==> config.mk <==
export PLATFORM = sky130hd
export DESIGN_NAME = cmd_task_bank
export DESIGN_NICKNAME = d
export VERILOG_FILES = /design/src/rtl/cmd_task_bank_pkg.sv /design/src/rtl/cmd_task_bank_decode.sv /design/src/rtl/cmd_task_bank_bit.sv /design/src/rtl/cmd_task_bank_seq.sv /design/src/rtl/cmd_task_bank.sv
export SDC_FILE = /design/constraint.sdc
export NUM_CORES = 1
export LEC_CHECK = 0
export ABC_AREA = 1
export BUFFER_PORTS_ARGS = -buffer_cell sky130_fd_sc_hd__buf_2
export CAP_MARGIN = 20
export CORE_MARGIN = 2
export CORE_UTILIZATION = 44
export CTS_CLUSTER_SIZE = 10
export DETAILED_ROUTE_END_ITERATION = 8
export PLACE_DENSITY = 0.85
export SLEW_MARGIN = 20
export SYNTH_ARGS = -nofsm -noshare
export SYNTH_HDL_FRONTEND = slang
export SYNTH_SLANG_ARGS = --single-unit
==> constraint.sdc <==
create_clock -name clk -period 1.16 [get_ports clk]
set_input_delay 0.116 -clock clk [delete_from_list [all_inputs] [get_ports clk]]
set_output_delay 0.116 -clock clk [all_outputs]
set_load 0.01 [all_outputs]
==> src/rtl/cmd_task_bank_pkg.sv <==
package cmd_task_bank_pkg;

    localparam int NUM_CMD = 5;

    // command bit indices
    localparam int IDX_RST   = 0;
    localparam int IDX_CACHE = 1;
    localparam int IDX_DMA   = 2;
    localparam int IDX_MODE0 = 3;
    localparam int IDX_MODE1 = 4;

    // pin polarity per command bit (1 = active low) and reset value
    localparam logic [NUM_CMD-1:0] CMD_ACT_LOW = 5'b00011;
    localparam logic [NUM_CMD-1:0] CMD_RST_VAL = 5'b00001;

    localparam logic [15:0] TASK_OFF = 16'h4C07;

    typedef enum logic [0:0] {
        ST_IDLE  = 1'b0,
        ST_RDATA = 1'b1
    } acc_state_e;

    function automatic logic [15:0] cmd_offset(input int idx);
        logic [15:0] off;
        case (idx)
            IDX_RST:   off = 16'h4637;
            IDX_CACHE: off = 16'h4A0F;
            IDX_DMA:   off = 16'h4827;
            IDX_MODE0: off = 16'h482F;
            IDX_MODE1: off = 16'h4837;
            default:   off = 16'hFFFF;
        endcase
        return off;
    endfunction

    function automatic logic off_is_cmd(input logic [15:0] off);
        logic hit;
        hit = 1'b0;
        for (int i = 0; i < NUM_CMD; i++) begin
            if (off == cmd_offset(i)) hit = 1'b1;
        end
        return hit;
    endfunction

endpackage

==> src/rtl/cmd_task_bank_decode.sv <==
module cmd_task_bank_decode
    import cmd_task_bank_pkg::*;
#(
    parameter int ADDR_W = 17,
    parameter int OFF_W  = 16
) (
    input  logic [ADDR_W-1:0]  addr,
    output logic [NUM_CMD-1:0] cmd_sel,
    output logic               task_sel
);
    localparam int ALIAS_W = ADDR_W - OFF_W;

    logic [OFF_W-1:0]   off;
    logic [ALIAS_W-1:0] unused_alias;

    assign off          = addr[OFF_W-1:0];
    assign unused_alias = addr[ADDR_W-1:OFF_W];

    for (genvar i = 0; i < NUM_CMD; i++) begin : g_cmd_dec
        assign cmd_sel[i] = (off == OFF_W'(cmd_offset(i)));
    end

    assign task_sel = (off == OFF_W'(TASK_OFF));

endmodule

==> src/rtl/cmd_task_bank_bit.sv <==
module cmd_task_bank_bit #(
    parameter logic RST_VAL = 1'b0,
    parameter logic ACT_LOW = 1'b0
) (
    input  logic clk,
    input  logic rst_n,
    input  logic wr_en,
    input  logic wbit,
    output logic state_q,
    output logic pin
);
    always_ff @(posedge clk or negedge rst_n) begin
        if (!rst_n)     state_q <= RST_VAL;
        else if (wr_en) state_q <= wbit;
    end

    if (ACT_LOW) begin : g_low
        assign pin = ~state_q;
    end else begin : g_high
        assign pin = state_q;
    end

endmodule

==> src/rtl/cmd_task_bank_seq.sv <==
module cmd_task_bank_seq
    import cmd_task_bank_pkg::*;
#(
    parameter int DATA_W = 16
) (
    input  logic              clk,
    input  logic              rst_n,
    input  logic              req,
    input  logic              we,
    input  logic [DATA_W-1:0] rd_word,
    output logic              wr_stb,
    output logic              rvalid,
    output logic [DATA_W-1:0] rdata
);
    acc_state_e        state_q, state_d;
    logic [DATA_W-1:0] rdata_q;
    logic              rd_acc;

    assign rd_acc = req & ~we;
    assign wr_stb = req & we;

    always_ff @(posedge clk or negedge rst_n) begin
        if (!rst_n) state_q <= ST_IDLE;
        else        state_q <= state_d;
    end

    always_ff @(posedge clk or negedge rst_n) begin
        if (!rst_n)      rdata_q <= '0;
        else if (rd_acc) rdata_q <= rd_word;
    end

    always_comb begin
        state_d = state_q;
        unique case (state_q)
            ST_IDLE:  state_d = rd_acc ? ST_RDATA : ST_IDLE;
            ST_RDATA: state_d = rd_acc ? ST_RDATA : ST_IDLE;
            default:  state_d = ST_IDLE;
        endcase
    end

    always_comb begin
        rvalid = (state_q == ST_RDATA);
        rdata  = rvalid ? rdata_q : '0;
    end

endmodule

==> src/rtl/cmd_task_bank.sv <==
module cmd_task_bank
    import cmd_task_bank_pkg::*;
#(
    parameter int ADDR_W = 17,
    parameter int OFF_W  = 16,
    parameter int DATA_W = 16,
    parameter int TASK_W = 8
) (
    input  logic              clk,
    input  logic              rst_n,
    input  logic              bus_req,
    input  logic              bus_we,
    input  logic [ADDR_W-1:0] bus_addr,
    input  logic [DATA_W-1:0] bus_wdata,
    output logic [DATA_W-1:0] bus_rdata,
    output logic              bus_rvalid,
    output logic              proc_rst_n,
    output logic              cache_en_n,
    output logic              dma_active,
    output logic [1:0]        dma_mode,
    output logic [TASK_W-1:0] task_id
);
    logic [NUM_CMD-1:0] cmd_sel, cmd_q, cmd_pin;
    logic               task_sel, wr_stb, cmd_rd_bit;
    logic [DATA_W-1:0]  rd_word;
    logic [DATA_W-TASK_W-1:0] unused_wdata;

    assign unused_wdata = bus_wdata[DATA_W-1:TASK_W];

    cmd_task_bank_decode #(.ADDR_W(ADDR_W), .OFF_W(OFF_W)) u_dec (
        .addr     (bus_addr),
        .cmd_sel  (cmd_sel),
        .task_sel (task_sel)
    );

    cmd_task_bank_seq #(.DATA_W(DATA_W)) u_seq (
        .clk     (clk),
        .rst_n   (rst_n),
        .req     (bus_req),
        .we      (bus_we),
        .rd_word (rd_word),
        .wr_stb  (wr_stb),
        .rvalid  (bus_rvalid),
        .rdata   (bus_rdata)
    );

    for (genvar i = 0; i < NUM_CMD; i++) begin : g_bit
        cmd_task_bank_bit #(
            .RST_VAL (CMD_RST_VAL[i]),
            .ACT_LOW (CMD_ACT_LOW[i])
        ) u_bit (
            .clk     (clk),
            .rst_n   (rst_n),
            .wr_en   (wr_stb & cmd_sel[i]),
            .wbit    (bus_wdata[0]),
            .state_q (cmd_q[i]),
            .pin     (cmd_pin[i])
        );
    end

    always_ff @(posedge clk or negedge rst_n) begin
        if (!rst_n)                  task_id <= '0;
        else if (wr_stb && task_sel) task_id <= bus_wdata[TASK_W-1:0];
    end

    assign cmd_rd_bit = |(cmd_sel & cmd_q);

    always_comb begin
        rd_word = '0;
        if (task_sel)      rd_word[TASK_W-1:0] = task_id;
        else if (|cmd_sel) rd_word[0]          = cmd_rd_bit;
    end

    assign proc_rst_n  = cmd_pin[IDX_RST];
    assign cache_en_n  = cmd_pin[IDX_CACHE];
    assign dma_active  = cmd_pin[IDX_DMA];
    assign dma_mode[0] = cmd_pin[IDX_MODE0];
    assign dma_mode[1] = cmd_pin[IDX_MODE1];

endmodule

==> run metrics <==
RSZ-0062 raised after global routing true; Final Wtd Congestion 0.830; Top Ports 67; final worst-path cycle share 99.2%; H-tree depth 1; Post-Syn Instances 160; yosys warns 0; antenna cells 0; post-synthesis sequential area ratio 43.1%; Post-DP HPWL 2010 µm; xor/xnor share of the synthesized area 0%; clk_lat worst skew 300 ps; Tot GR Track Use 16.3%; Overflow after GRT 0; Num CTS Buffers 3; Final Hold Viols 0; Critical Path Slowest Stage Cell dfrtp_2; final setup fails 0; post-synthesis mux area share 8.21%; cells along the critical path nand2_2, inv_1, buf_2; Worst EP arrival 1030 ps; Fillers 244; global-route wire length before repair 4430 µm; clock-pin slew on the worst setup and hold paths 120 ps; Synth area leaders dfrtp_1 41%, nand2_1 13%, mux2_4 8.2%; hold_sp bus_wdata[3]; routed len/inst 9.99 µm; Mapped Area 1280 µm²; TritonRoute pass-1 iters 4; Hold Path Class in -> reg; via count 1157; Slew Limit Fails 0; DRT iter0 DRCs 27; FF-to-FF Start g_bit[0].u_bit.state_q; largest net degree at the start of global routing 23; DRT Wirelength 2490 µm; Rows 19; Critical Path Start Type flip-flop; hold slack 31.5 ps; # port buffers 49; multi-input logic area 588 µm²; Max VDD drop 1090 µV; top_reg_cell synth dfrtp_1; CTS Root Cell clkbuf_4; Netlist cell types 17; register-to-register setup slack 140 ps; max incr delay on CP 480 ps; Layout Skew 6.23 ps; Chip Width 57.9 µm; Critical Path RT 1040 ps; Pleak 0.965 nW; FF+latch area 553 µm²; TritonCTS clock tree yes; CP Launch Point u_seq.rvalid; power density cells 915 nW/µm²; CP Capture Type primary output; largest family of logic cells by synthesized area simple AND/OR/NAND/NOR gates; complex-gate fraction of the synthesized area 6.65%; Post-synth EDFFs 0; vias in the first global route 1082; Die Height 57.9 µm; Max Root-Sink Buffers 2; cell area after layout 1640 µm²; nets 256; Area growth, synth to finish 28.0%; fraction of layout cells with a size suffix above 1 38.1%; syn avg cell area 8.00 µm²; Synth top area share 41.1%; maxcap violations 0; ys async rst share 100%; result of the run complete, no violations; antenna violations before repair 0; WS Path Type reg -> out; Setup TNS 0 ps; Vias/cell 4.65; DR DRC count 0; simple logic cell fraction of the synthesized area 28.5%; CP Max Fanout 9; fmax 869 MHz; Post-Synth Adder-Cell Area 0%; leading cell type in the layout, fill and taps excluded buf_2; Initial Util 46.4%; # clock sinks 22; cell taking the most area after synthesis dfrtp_1; FF+latch count, synth 22; min Tclk post-route 1150 ps; Area after DPL 1560 µm²; final core utilization 59.4%; CORE AREA 2760 µm²; Detail Route Antenna Nets 0; most frequent cells in the layout 49 x buf_2, 44 x nand2_1, 24 x inv_1; Die Area 3360 µm²
==> cell type report <==
class / count / share of cell area [%]
clock inverters: 1 / 1.83
flip-flops and latches: 22 / 33.8
inverters: 24 / 5.50
multi-input cells: 110 / 35.9
clock buffers: 3 / 1.38
repair buffers: 58 / 19.3
well taps: 31 / 2.37
==> synth_stat cells (2+ instances only) <==
cell type and number:
nand3_1 10, nand2_2 3, mux2_4 7, o31ai_1 2, buf_4 10, nor2_2 5, dfrtp_1 21, o21ai_0 13
nor2_4 3, nand2_1 45, nor2_1 12, inv_1 24
==> through the flow <==
stage	cells	worst slack (ps)	total power (W)
2_1_floorplan	167	114	0.000868
3_3_place_gp	243	-59.6	0.000934
3_5_place_dp	243	-70.9	0.000938
4_1_cts	248	-5.67	0.00151
5_1_grt	249	-64.6	0.00158
6_report	249	9.82	0.00150
==> path summary, 6_finish.rpt <==
kind | to | cells after the start
worst max-delay path | bus_rdata[6] | 3
worst min-delay path | task_id[3] | 2
worst max register to register | u_seq.rdata_q[0] | 7
worst min register to register | u_seq.rdata_q[2] | 2
max in group asynchronous | u_seq.rvalid | 2
min in group asynchronous | g_bit[1].u_bit.state_q | 2
==> critical path: cells and delay by family, from the launching register on <==
kind | cells | cell delay (ps)
flip-flops | 1 | 480
buffers and inverters | 2 | 170
AND/OR/NAND/NOR | 1 | 90
==> registers in the layout, summed over array words and instances (netlist names) <==
| name | count |
|---|---|
| g_bit.u_bit.pin | 3 |
| g_bit.u_bit.state_q | 2 |
| task_id | 8 |
| u_seq.rdata_q | 8 |
| u_seq.rvalid | 1 |
==> metal layers <==
| layer | global-route usage, % | routed length [µm] | up-vias |
|---|---|---|---|
| met5 | 0 | 0 | - |
| met4 | 5.32 | 63 | 0 |
| met3 | 1.34 | 118 | 10 |
| met2 | 27.4 | 1200 | 37 |
| met1 | 22.4 | 1100 | 516 |
| li1 | - | - | 594 |
==> cell families (layout without fill, tap and decap cells) <==
| kind of cell | after synthesis | count (layout) |
|---|---|---|
| other cells | 1 | 8 |
| mux | 7 | 7 |
| simple gates | 79 | 79 |
| compound gates | 16 | 16 |
| flops | 22 | 22 |
| buf+inv | 35 | 86 |
==> where the power goes <==
group | internal (W) | total, W | switching [W] | leakage (nW)
registers | 0.000769 | 0.000774 | 0.00000448 | 0.301
clock network | 0.000349 | 0.000573 | 0.000224 | 0.0279
logic | 0.0000636 | 0.000152 | 0.0000882 | 0.635
total | 0.00118 | 0.00150 | 0.000317 | 0.965
==> timing repair <==
| action | 4_1_cts | 5_1_grt |
|---|---|---|
| endpoints found under the setup margin | 8 | 9 |
| endpoints found under the hold margin | 21 | 0 |
| gates resized for setup | 2 | 0 |
| pin swaps | 0 | 1 |
| hold buffers | 1 | 0 |
| buffers inserted | 0 | 1 |
Power figures use the tool's default switching activity.
